File: config.mk
export PLATFORM = sky130hd
export DESIGN_NAME = lrc_unit
export DESIGN_NICKNAME = d
export VERILOG_FILES = /design/src/rtl/lrc_pkg.sv /design/src/rtl/lrc_bitwise.sv /design/src/rtl/lrc_compare.sv /design/src/rtl/lrc_rotate.sv /design/src/rtl/lrc_unit.sv
export SDC_FILE = /design/constraint.sdc
export NUM_CORES = 1
export LEC_CHECK = 0
export ABC_AREA = 0
export CAP_MARGIN = 20
export CORE_UTILIZATION = 34
export CTS_CLUSTER_SIZE = 12
export DETAILED_ROUTE_END_ITERATION = 7
export DONT_BUFFER_PORTS = 1
export HOLD_SLACK_MARGIN = 0.15
export PLACE_DENSITY_LB_ADDON = 0.2
export SETUP_SLACK_MARGIN = 0.02
export SYNTH_ARGS = -nofsm -noshare
export SYNTH_HDL_FRONTEND = slang
export SYNTH_SLANG_ARGS = --single-unit
File: constraint.sdc
create_clock -name clk -period 3.7 [get_ports clk]
set_input_delay 0.185 -clock clk [delete_from_list [all_inputs] [get_ports clk]]
set_output_delay 0.185 -clock clk [all_outputs]
set_load 0.05 [all_outputs]
File: src/rtl/lrc_pkg.sv
package lrc_pkg;

    localparam int FLG_W  = 5;
    localparam int FLG_CY = 0;
    localparam int FLG_P  = 1;
    localparam int FLG_AC = 2;
    localparam int FLG_Z  = 3;
    localparam int FLG_S  = 4;

    localparam int OP_W = 4;

    typedef enum logic [OP_W-1:0] {
        OP_AND = 4'd0,
        OP_XOR = 4'd1,
        OP_OR  = 4'd2,
        OP_CMP = 4'd3,
        OP_RLC = 4'd4,
        OP_RRC = 4'd5,
        OP_RAL = 4'd6,
        OP_RAR = 4'd7,
        OP_CMA = 4'd8,
        OP_CMC = 4'd9,
        OP_STC = 4'd10
    } lrc_op_e;

endpackage

File: src/rtl/lrc_bitwise.sv
module lrc_bitwise #(
    parameter int DATA_W = 8
) (
    input  logic [DATA_W-1:0] a_i,
    input  logic [DATA_W-1:0] b_i,
    output logic [DATA_W-1:0] and_o,
    output logic [DATA_W-1:0] xor_o,
    output logic [DATA_W-1:0] or_o
);
    always_comb begin
        and_o = a_i & b_i;
        xor_o = a_i ^ b_i;
        or_o  = a_i | b_i;
    end
endmodule

File: src/rtl/lrc_compare.sv
module lrc_compare #(
    parameter int DATA_W = 8
) (
    input  logic [DATA_W-1:0] a_i,
    input  logic [DATA_W-1:0] b_i,
    output logic [DATA_W-1:0] diff_o,
    output logic              borrow_o,
    output logic              equal_o,
    output logic              half_borrow_o
);
    localparam int HALF_W = DATA_W / 2;

    logic [DATA_W:0]   wide_diff;
    logic [HALF_W:0]   low_diff;

    always_comb begin
        wide_diff     = {1'b0, a_i} - {1'b0, b_i};
        low_diff      = {1'b0, a_i[HALF_W-1:0]} - {1'b0, b_i[HALF_W-1:0]};
        diff_o        = wide_diff[DATA_W-1:0];
        borrow_o      = wide_diff[DATA_W];
        half_borrow_o = low_diff[HALF_W];
        equal_o       = (a_i == b_i);
    end
endmodule

File: src/rtl/lrc_rotate.sv
module lrc_rotate #(
    parameter int DATA_W = 8
) (
    input  logic [DATA_W-1:0] a_i,
    input  logic              cin_i,
    output logic [DATA_W-1:0] rlc_o,
    output logic [DATA_W-1:0] rrc_o,
    output logic [DATA_W-1:0] ral_o,
    output logic [DATA_W-1:0] rar_o
);
    localparam int TOP = DATA_W - 1;

    always_comb begin
        rlc_o = {a_i[TOP-1:0], a_i[TOP]};
        rrc_o = {a_i[0], a_i[TOP:1]};
        ral_o = {a_i[TOP-1:0], cin_i};
        rar_o = {cin_i, a_i[TOP:1]};
    end
endmodule

File: src/rtl/lrc_unit.sv
module lrc_unit
    import lrc_pkg::*;
#(
    parameter int DATA_W = 8
) (
    input  logic                 clk,
    input  logic                 rst_n,
    input  logic                 valid_i,
    input  logic [OP_W-1:0]      op_i,
    input  logic [DATA_W-1:0]    acc_i,
    input  logic [DATA_W-1:0]    opnd_i,
    input  logic [FLG_W-1:0]     flags_i,
    output logic [DATA_W-1:0]    acc_o,
    output logic [FLG_W-1:0]     flags_o
);
    localparam int MSB = DATA_W - 1;

    typedef struct packed {
        logic [DATA_W-1:0] acc;
        logic [FLG_W-1:0]  flg;
    } lrc_state_t;

    lrc_state_t st_d, st_q;

    logic [DATA_W-1:0] and_r, xor_r, or_r;
    logic [DATA_W-1:0] diff_r;
    logic              borrow_r, equal_r, half_borrow_r;
    logic [DATA_W-1:0] rlc_r, rrc_r, ral_r, rar_r;

    lrc_bitwise #(.DATA_W(DATA_W)) u_bitwise (
        .a_i   (acc_i),
        .b_i   (opnd_i),
        .and_o (and_r),
        .xor_o (xor_r),
        .or_o  (or_r)
    );

    lrc_compare #(.DATA_W(DATA_W)) u_compare (
        .a_i           (acc_i),
        .b_i           (opnd_i),
        .diff_o        (diff_r),
        .borrow_o      (borrow_r),
        .equal_o       (equal_r),
        .half_borrow_o (half_borrow_r)
    );

    lrc_rotate #(.DATA_W(DATA_W)) u_rotate (
        .a_i   (acc_i),
        .cin_i (flags_i[FLG_CY]),
        .rlc_o (rlc_r),
        .rrc_o (rrc_r),
        .ral_o (ral_r),
        .rar_o (rar_r)
    );

    // Sign, zero and parity of a result; parity high for an even count of ones.
    function automatic logic [FLG_W-1:0] szp(input logic [DATA_W-1:0] v,
                                             input logic [FLG_W-1:0] base);
        logic [FLG_W-1:0] f;
        f         = base;
        f[FLG_S]  = v[MSB];
        f[FLG_Z]  = (v == '0);
        f[FLG_P]  = ~^v;
        return f;
    endfunction

    always_comb begin
        st_d.acc = acc_i;
        st_d.flg = flags_i;
        case (op_i)
            OP_AND: begin
                st_d.acc         = and_r;
                st_d.flg         = szp(and_r, flags_i);
                st_d.flg[FLG_AC] = 1'b1;
                st_d.flg[FLG_CY] = 1'b0;
            end
            OP_XOR: begin
                st_d.acc         = xor_r;
                st_d.flg         = szp(xor_r, flags_i);
                st_d.flg[FLG_AC] = 1'b0;
                st_d.flg[FLG_CY] = 1'b0;
            end
            OP_OR: begin
                st_d.acc         = or_r;
                st_d.flg         = szp(or_r, flags_i);
                st_d.flg[FLG_AC] = 1'b0;
                st_d.flg[FLG_CY] = 1'b0;
            end
            OP_CMP: begin
                st_d.flg         = szp(diff_r, flags_i);
                st_d.flg[FLG_Z]  = equal_r;
                st_d.flg[FLG_AC] = half_borrow_r;
                st_d.flg[FLG_CY] = borrow_r;
            end
            OP_RLC: begin
                st_d.acc         = rlc_r;
                st_d.flg[FLG_CY] = acc_i[MSB];
            end
            OP_RRC: begin
                st_d.acc         = rrc_r;
                st_d.flg[FLG_CY] = acc_i[0];
            end
            OP_RAL: begin
                st_d.acc         = ral_r;
                st_d.flg[FLG_CY] = acc_i[MSB];
            end
            OP_RAR: begin
                st_d.acc         = rar_r;
                st_d.flg[FLG_CY] = acc_i[0];
            end
            OP_CMA: begin
                st_d.acc = ~acc_i;
            end
            OP_CMC: begin
                st_d.flg[FLG_CY] = ~flags_i[FLG_CY];
            end
            OP_STC: begin
                st_d.flg[FLG_CY] = 1'b1;
            end
            default: begin
                st_d.acc = acc_i;
                st_d.flg = flags_i;
            end
        endcase
    end

    always_ff @(posedge clk) begin
        if (!rst_n) begin
            st_q <= '0;
        end else if (valid_i) begin
            st_q <= st_d;
        end
    end

    assign acc_o   = st_q.acc;
    assign flags_o = st_q.flg;

endmodule

==> results of run 1 <==
path summary, 6_finish.rpt:
| check | from | endpoint | slack (ns) | cells past startpoint |
|---|---|---|---|---|
| worst max-delay path | opnd_i[1] | flags_o[4]$_SDFFE_PN0P_ | 1.36 | 9 |
| worst min-delay path | valid_i | acc_o[2]$_SDFFE_PN0P_ | 0.16 | 2 |
| worst max register to register | flags_o[4]$_SDFFE_PN0P_ | flags_o[4]$_SDFFE_PN0P_ | 2.19 | 3 |
| worst min register to register | acc_o[4]$_SDFFE_PN0P_ | acc_o[4]$_SDFFE_PN0P_ | 0.72 | 2 |
layout by cell type (no fill, tap or decap), drive strengths merged, types with 5 or more instances in the layout:
cell / netlist / final
mux2i: 9 / 9
a21oi: 30 / 30
a211oi: 5 / 5
xnor2: 12 / 12
a21boi: 6 / 6
ha: 36 / 36
nand2b: 10 / 10
dfxtp: 13 / 13
o211ai: 5 / 5
nand2: 11 / 11
o21ai: 13 / 13
o22ai: 10 / 10
nor2: 33 / 33
inv: 38 / 38
stage by stage:
step                      instance area (um2)   util  hold WS, ns
after floorplan                          2190      -        0.323
after global placement                   2200  0.363        0.280
after detailed placement                 2200  0.363        0.282
after CTS                                2280  0.376        0.153
after global routing                     2280  0.376        0.165
final                                    2280  0.376        0.160
worst max-delay path, stage by stage:
cell	delay [ns]
inv_1	0.12
ha_1	0.31
o21bai_1	0.22
o2111ai_1	0.14
a32oi_1	0.41
xnor2_4	0.09
a221oi_1	0.31
a21oi_1	0.10
dlygate4sd3_1	0.58
logic make-up (layout without fill, tap and decap cells):
family | count (synthesis) | count (layout) | synth area share
AO/OA/AOI/OAI | 94 | 94 | 0.277
XOR/XNOR | 18 | 18 | 0.0967
adder cells (fa/ha/maj) | 37 | 37 | 0.215
buffers and inverters | 52 | 45 | 0.101
flip-flops | 13 | 13 | 0.119
multiplexers | 9 | 9 | 0.0412
AND/OR/NAND/NOR | 68 | 68 | 0.150
area by class of cell:
cell class / instances / area, um2
clock buffers: 4 / 45.0
well taps: 75 / 93.8
inverters: 38 / 143
repair buffers: 3 / 30.0
flip-flops and latches: 13 / 260
fillers: 668 / 3780
multi-input cells: 226 / 1710
layer usage:
metal  part of all wire  wire (um)  vias up  track usage
met1               0.44       2880      955        0.274
met4              0.014         94        0       0.0368
li1                   -          -     1016            -
met2               0.48       3120       49        0.321
met5                  0          0        -            0
met3              0.064        414        9       0.0418
power by group through the flow:
stage               clock network [W]  registers, W  logic (W)
finish                       0.000127      0.000195   0.000326
global route                 0.000137      0.000196   0.000361
CTS                          0.000130      0.000195   0.000327
detailed placement                  0      0.000198   0.000317
global placement                    0      0.000198   0.000317
floorplan                           0      0.000196   0.000284
state kept, by name (all words and copies together) (netlist names):
signal and count:
acc_o 8, flags_o 5
repair_timing:
| item | CTS | global route |
|---|---|---|
| endpoints found under the hold margin | 13 | 0 |
| gates resized for setup | 0 | 0 |
| hold buffers | 3 | 0 |
==> flow_metrics.env, run 1 <==
export IMPL_final_nets=350
export IMPL_wl_per_cell_um=18.1
export IMPL_p_leak_nw=1.03
export IMPL_ios=41
export IMPL_synth_distinct_cells=48
export IMPL_syn_cell_area_um2=2190
export IMPL_clk_insertion_delay_late_ns=0.24
export IMPL_switching_share=0.388
export IMPL_dieArea_um2=6750
export IMPL_fin_ws_ns=1.36
export IMPL_synth_edff_count=0
export IMPL_finalHoldViolCount=0
export IMPL_clk_path_buf_depth=2
export IMPL_synth_nets=356
export IMPL_seqPwrFrac=0.300
export IMPL_drive_gt1_frac=0.0423
export IMPL_critical_path_required_ns=3.83
export IMPL_setup_viol=0
export IMPL_worstSetupEndpointType="flop"
export IMPL_yosys_area_top_type="ha_1"
export IMPL_p_sw_w=0.000251
export IMPL_dp_hpwl_um=5020
export IMPL_ys_async_sr_fraction=0
export IMPL_hp_class="in -> reg"
export IMPL_finalPower_w=0.000648
export IMPL_drv_cap=0
export IMPL_post_place_cells=352
export IMPL_critPathArrivalTime_ns=2.47
export IMPL_critPathLaunchType="primary input"
export IMPL_ys_top_cells_by_area="ha_1 21%, dfxtp_1 12%, a21oi_1 6.9%, inv_1 5.8%, nor2_1 5.5%"
export IMPL_die_h_um=82.2
export IMPL_ant_nets=0
export IMPL_yosys_register_bits=13
export IMPL_rsz0062_at_grt="no"
export IMPL_drtPass1Iterations=4
export IMPL_grt_first_pass_wirelength_um=10100
export IMPL_min_period_over_period=0.633
export IMPL_synthCells=291
export IMPL_post_cts_buffers=0
export IMPL_grt_total_usage=0.199
export IMPL_min_period_ns=2.34
export IMPL_slew_violations=0
export IMPL_synthTopCellsByCount="36 x ha_1, 34 x inv_1, 32 x nor2_1"
export IMPL_drt_iter0_drc=174
export IMPL_wirelength_um=6510
export IMPL_comb_power_share=0.503
export IMPL_avgSynthCellArea_um2=7.51
export IMPL_cts_num_sinks=13
export IMPL_max_freq_mhz=427
export IMPL_diodes=0
export IMPL_clkPwrFrac=0.197
export IMPL_place_congestion=0.884
export IMPL_path_clk_slew_ns=0.05
export IMPL_fin_worst_skew_ns=0
export IMPL_cp_max_fo=4
export IMPL_clockRootBuffer="clkbuf_8"
export IMPL_htree_num_levels=1
export IMPL_yosys_warnings=0
export IMPL_die_x_um=82.2
export IMPL_port_buffers=0
export IMPL_grt_max_degree=25
export IMPL_yosysMostFrequentCell="ha_1"
export IMPL_num_vias=2029
export IMPL_routed_via_density=5.65
export IMPL_start_util=0.361
export IMPL_cts_tree="yes"
export IMPL_drc=0
export IMPL_grt_overflow=0
export IMPL_ys_seq_area_frac=0.119
export IMPL_synth_top_area_frac=0.206
export IMPL_first_global_vias=1914
export IMPL_area_growth_pct=4.18
export IMPL_post_place_ws_ns=1.15
export IMPL_cts_buffers=3
export IMPL_fin_tns_setup_ns=0
export IMPL_antenna_found_initial=0
export IMPL_path_class="in -> reg"
export IMPL_power_density_nw_per_um2=284
export IMPL_slew_headroom=0.483
export IMPL_core_um2=6060
export IMPL_std_cell_rows=28
export IMPL_outcome="finished, final reports clean"
export IMPL_worst_pin_slew_ns=0.773
export IMPL_irDropWorstVdd_v=0.000174
export IMPL_stdcell_count=359
export IMPL_synth_top_flop_cell="dfxtp_1"
export IMPL_internal_power_w=0.000397
Power figures use the tool's default switching activity.
==> inputs of run 2 (changes only) <==
- clock period: 3.7 -> 1.95 ns (I/O delays scaled with it)
==> flow_metrics.env, run 2 (synthesized netlist as in run 1, its figures left out) <==
export IMPL_core_um2=6060
export IMPL_startpoint="acc_i[0]"
export IMPL_path_clk_slew_ns=0.06
export IMPL_crit_top_cell="xnor3_1"
export IMPL_comb_power_share=0.532
export IMPL_dp_hpwl_um=5160
export IMPL_diodes=0
export IMPL_die_h_um=82.2
export IMPL_final_nets=383
export IMPL_crit_path_end="flags_o[1]$_SDFFE_PN0P_"
export IMPL_final_area_um2=2580
export IMPL_slew_headroom=0.451
export IMPL_clk_path_buf_depth=2
export IMPL_drtPass1Iterations=5
export IMPL_fin_worst_skew_ns=0
export IMPL_antenna_found_initial=0
export IMPL_critPathLaunchType="primary input"
export IMPL_clockRootBuffer="clkbuf_8"
export IMPL_wl_per_cell_um=17.2
export IMPL_num_vias=2177
export IMPL_drt_iter0_drc=189
export IMPL_drc=0
export IMPL_irDropWorstVdd_v=0.000301
export IMPL_max_freq_mhz=547
export IMPL_ant_nets=0
export IMPL_final_common_cell="ha_1"
export IMPL_p_leak_nw=1.18
export IMPL_internal_power_w=0.000802
export IMPL_wirelength_um=6750
export IMPL_post_place_ws_ns=-0.140
export IMPL_r2r_start="flags_o[1]$_SDFFE_PN0P_"
export IMPL_switching_share=0.389
export IMPL_clkPwrFrac=0.187
export IMPL_grt_overflow=0
export IMPL_setup_viol=0
export IMPL_port_buffers=0
export IMPL_r2r_slack_ns=0.93
export IMPL_place_congestion=0.840
export IMPL_min_period_over_period=0.938
export IMPL_r2r_end="flags_o[1]$_SDFFE_PN0P_"
export IMPL_drive_gt1_frac=0.126
export IMPL_fin_ws_ns=0.122
export IMPL_first_global_vias=2081
export IMPL_finalHoldViolCount=0
export IMPL_largest_reg_flops=8
export IMPL_cts_num_sinks=13
export IMPL_cts_buffers=3
export IMPL_fillers=623
export IMPL_ios=41
export IMPL_drv_cap=0
export IMPL_critical_path_required_ns=2.13
export IMPL_worstSetupEndpointType="flop"
export IMPL_htree_num_levels=1
export IMPL_path_class="in -> reg"
export IMPL_start_util=0.361
export IMPL_cpPeakStageDelay_ns=0.44
export IMPL_clk_insertion_delay_late_ns=0.24
export IMPL_cts_tree="yes"
export IMPL_cp_max_fo=5
export IMPL_area_growth_pct=18.0
export IMPL_critPathArrivalTime_ns=2.00
export IMPL_outcome="finished, final reports clean"
export IMPL_cp_slowest_cell="xnor3_1"
export IMPL_placed_area_um2=2390
export IMPL_dieArea_um2=6750
export IMPL_power_density_nw_per_um2=509
export IMPL_p_sw_w=0.000510
export IMPL_grt_first_pass_wirelength_um=10400
export IMPL_rsz0062_at_grt="no"
export IMPL_std_cell_rows=28
export IMPL_hp_class="in -> reg"
export IMPL_routed_via_density=5.55
export IMPL_slew_violations=0
export IMPL_final_cell_mix="35 x ha_1, 32 x inv_1, 32 x nor2_1, 30 x a21oi_1, 22 x buf_4"
export IMPL_worstPathCellList="inv_4, ha_4, inv_2, fa_2, xor2_1, a2bb2oi_1, o22ai_1, xnor3_1, xnor3_1, nand2b_1, a31oi_1"
export IMPL_cts_resized=0
export IMPL_seqPwrFrac=0.281
export IMPL_grt_max_degree=25
export IMPL_grt_total_usage=0.205
export IMPL_fin_util=0.425
export IMPL_rr_worst_depth=2
export IMPL_die_x_um=82.2
export IMPL_worst_pin_slew_ns=0.820
export IMPL_min_period_ns=1.83
run 2: per-stage QoR:
step | TNS [ns] | hold WS, ns | power, W | std cells
CTS | 0 | 0.161 | 0.00132 | 392
global placement | -0.0840 | 0.194 | 0.00103 | 374
floorplan | 0 | 0.236 | 0.000899 | 291
detailed placement | -0.140 | 0.194 | 0.00103 | 374
global route | 0 | 0.169 | 0.00140 | 392
finish | 0 | 0.153 | 0.00131 | 392
run 2: cell type report:
type | instances | area, um2 | area share
well taps | 75 | 93.8 | 0.0364
inverters | 38 | 145 | 0.0563
multi-input cells | 226 | 1730 | 0.670
repair buffers | 36 | 305 | 0.118
clock buffers | 3 | 41.3 | 0.0160
clock inverters | 1 | 5.00 | 0.00194
flip-flops and latches | 13 | 260 | 0.101
run 2: power by group through the flow:
stage | sequential [W] | clock (W) | combinational [W]
2_1_floorplan | 0.000372 | 0 | 0.000527
3_3_place_gp | 0.000375 | 0 | 0.000656
3_5_place_dp | 0.000376 | 0 | 0.000659
4_1_cts | 0.000370 | 0.000249 | 0.000698
5_1_grt | 0.000372 | 0.000270 | 0.000761
6_report | 0.000369 | 0.000245 | 0.000697
run 2: worst min path at each step:
stage | cells after the start | slack [ns] | endpoint | startpoint
after floorplan | 2 | 0.24 | flags_o[0]$_SDFFE_PN0P_ | rst_n
after global placement | 1 | 0.19 | flags_o[4]$_SDFFE_PN0P_ | valid_i
after detailed placement | 1 | 0.19 | flags_o[4]$_SDFFE_PN0P_ | valid_i
after CTS | 4 | 0.16 | flags_o[2]$_SDFFE_PN0P_ | flags_i[2]
after global routing | 3 | 0.17 | acc_o[1]$_SDFFE_PN0P_ | op_i[3]
final | 4 | 0.15 | flags_o[2]$_SDFFE_PN0P_ | flags_i[2]
run 2: critical path: cells and delay by family:
kind | cells | cell delay [ns]
XOR/XNOR | 3 | 0.82
adder cells (fa/ha/maj) | 2 | 0.54
AO/OA/AOI/OAI | 3 | 0.32
AND/OR/NAND/NOR | 1 | 0.15
buffers and inverters | 2 | 0.09
run 2: layer usage:
metal	wire length [um]	track usage	vias to the layer above
met1	2920	0.267	1015
li1	-	-	1079
met4	74	0.0333	0
met2	3360	0.358	74
met3	395	0.0341	9
met5	0	0	-
run 2: what timing repair did:
action	in CTS	in global routing
setup buffers	0	0
endpoints found under the hold margin	13	0
hold buffers	14	0
setup endpoints to repair	0	0
==> inputs of run 3 (changes only) <==
- clock period: 1.95 -> 1.9 ns (I/O delays scaled with it)
==> flow_metrics.env, run 3 (synthesized netlist as in run 1, its figures left out) <==
export IMPL_rsz0062_at_grt="yes"
export IMPL_min_period_ns=1.83
export IMPL_worst_pin_slew_ns=0.809
export IMPL_path_clk_slew_ns=0.06
export IMPL_cp_slowest_cell="fa_2"
export IMPL_cts_buffers=3
export IMPL_finalHoldViolCount=0
export IMPL_max_freq_mhz=546
export IMPL_dp_hpwl_um=5130
export IMPL_ant_nets=0
export IMPL_stdcell_count=398
export IMPL_outcome="finished, final reports clean"
export IMPL_r2r_start="flags_o[1]$_SDFFE_PN0P_"
export IMPL_ios=41
export IMPL_dieArea_um2=6750
export IMPL_grt_total_usage=0.209
export IMPL_critPathArrivalTime_ns=2.00
export IMPL_critical_path_required_ns=2.07
export IMPL_r2r_slack_ns=0.86
export IMPL_clk_insertion_delay_late_ns=0.24
export IMPL_drive_gt1_frac=0.149
export IMPL_start_util=0.361
export IMPL_grt_first_pass_wirelength_um=10600
export IMPL_whs_endpoint="flags_o[0]$_SDFFE_PN0P_"
export IMPL_irDropWorstVdd_v=0.000230
export IMPL_p_leak_nw=1.22
export IMPL_fin_worst_skew_ns=0
export IMPL_diodes=0
export IMPL_wirelength_um=6760
export IMPL_first_global_vias=2045
export IMPL_final_common_cell="ha_1"
export IMPL_cp_num_buf_inv=2
export IMPL_port_buffers=0
export IMPL_grt_overflow=0
export IMPL_slew_headroom=0.459
export IMPL_min_from="op_i[1]"
export IMPL_rr_worst_depth=2
export IMPL_finalPower_w=0.00137
export IMPL_drc=0
export IMPL_num_vias=2183
export IMPL_r2r_end="flags_o[1]$_SDFFE_PN0P_"
export IMPL_clk_path_buf_depth=2
export IMPL_clockRootBuffer="clkbuf_8"
export IMPL_drv_cap=0
export IMPL_drt_iter0_drc=239
export IMPL_crit_top_cell="xnor3_1"
export IMPL_hold_worst_slack_ns=0.169
export IMPL_final_cell_mix="35 x ha_1, 32 x inv_1, 32 x nor2_1, 30 x a21oi_1, 29 x buf_4"
export IMPL_slew_violations=0
export IMPL_std_cell_rows=28
export IMPL_worstPathCellList="inv_16, ha_4, inv_2, fa_2, xor2_2, a2bb2oi_2, o22ai_1, xnor3_1, xnor3_1, nand2b_1, a31oi_1"
export IMPL_hp_class="in -> reg"
export IMPL_fin_tns_setup_ns=0
export IMPL_critPathLaunchType="primary input"
export IMPL_critPathTopFamily="XOR/XNOR gates"
export IMPL_die_x_um=82.2
export IMPL_final_nets=389
export IMPL_cp_max_fo=5
export IMPL_min_period_over_period=0.964
export IMPL_holdPathStages=4
export IMPL_post_place_cells=381
export IMPL_cpPeakStageDelay_ns=0.42
export IMPL_area_growth_pct=21.1
export IMPL_largest_reg_flops=8
export IMPL_core_um2=6060
export IMPL_drtPass1Iterations=4
export IMPL_die_h_um=82.2
export IMPL_routed_via_density=5.48
export IMPL_grt_max_degree=25
export IMPL_cts_num_sinks=13
export IMPL_worstSetupEndpointType="flop"
export IMPL_htree_num_levels=1
export IMPL_power_density_nw_per_um2=517
export IMPL_cts_tree="yes"
export IMPL_antenna_found_initial=0
export IMPL_place_congestion=0.828
export IMPL_setup_viol=0
export IMPL_wl_per_cell_um=17.0
export IMPL_path_class="in -> reg"
-- run 3: report_power, final --
group	internal, W	switching (W)
registers	0.000294	0.0000625
clock network	0.000148	0.000102
logic	0.000400	0.000363
-- run 3: how the worst max path moves through the flow --
stage / start / endpoint / depth (start not counted)
after floorplan: acc_i[0] / flags_o[1]$_SDFFE_PN0P_ / 11
after detailed placement: acc_i[0] / flags_o[1]$_SDFFE_PN0P_ / 11
final: acc_i[0] / flags_o[1]$_SDFFE_PN0P_ / 11
after global routing: acc_i[0] / flags_o[1]$_SDFFE_PN0P_ / 11
after CTS: acc_i[0] / flags_o[1]$_SDFFE_PN0P_ / 11
after global placement: acc_i[0] / flags_o[1]$_SDFFE_PN0P_ / 11
-- run 3: worst reg2reg max path, delay by kind of cell, from the launching register on --
family          cells  cell delay, ns
flops               1            0.65
compound gates      2            0.31
-- run 3: area by class of cell --
class                   instances  area (um2)
fillers                       637        3410
clock buffers                   4        45.0
repair buffers                 42         348
multi-input cells             226        1740
flip-flops and latches         13         260
inverters                      38         159
well taps                      75        93.8
-- run 3: per-stage QoR --
step,util,cell area [um2],setup WS (ns)
finish,0.437,2650,0.0678
global route,0.437,2650,-0.0447
CTS,0.435,2630,0.0723
detailed placement,0.406,2460,-0.171
global placement,0.406,2460,-0.105
floorplan,-,2220,0.00801
-- run 3: repair_timing --
item / CTS / global route
buffers inserted: 0 / 0
hold buffers: 13 / 0
endpoints found under the hold margin: 13 / 0
gates resized for setup: 0 / 2
setup endpoints to repair: 0 / 1
-- run 3: routing by layer --
| metal | vias up | track usage | share of wire |
|---|---|---|---|
| li1 | 1090 | - | - |
| met1 | 997 | 0.289 | 0.44 |
| met2 | 84 | 0.334 | 0.47 |
| met3 | 12 | 0.0374 | 0.069 |
| met4 | 0 | 0.0509 | 0.021 |
| met5 | - | 0 | 0 |
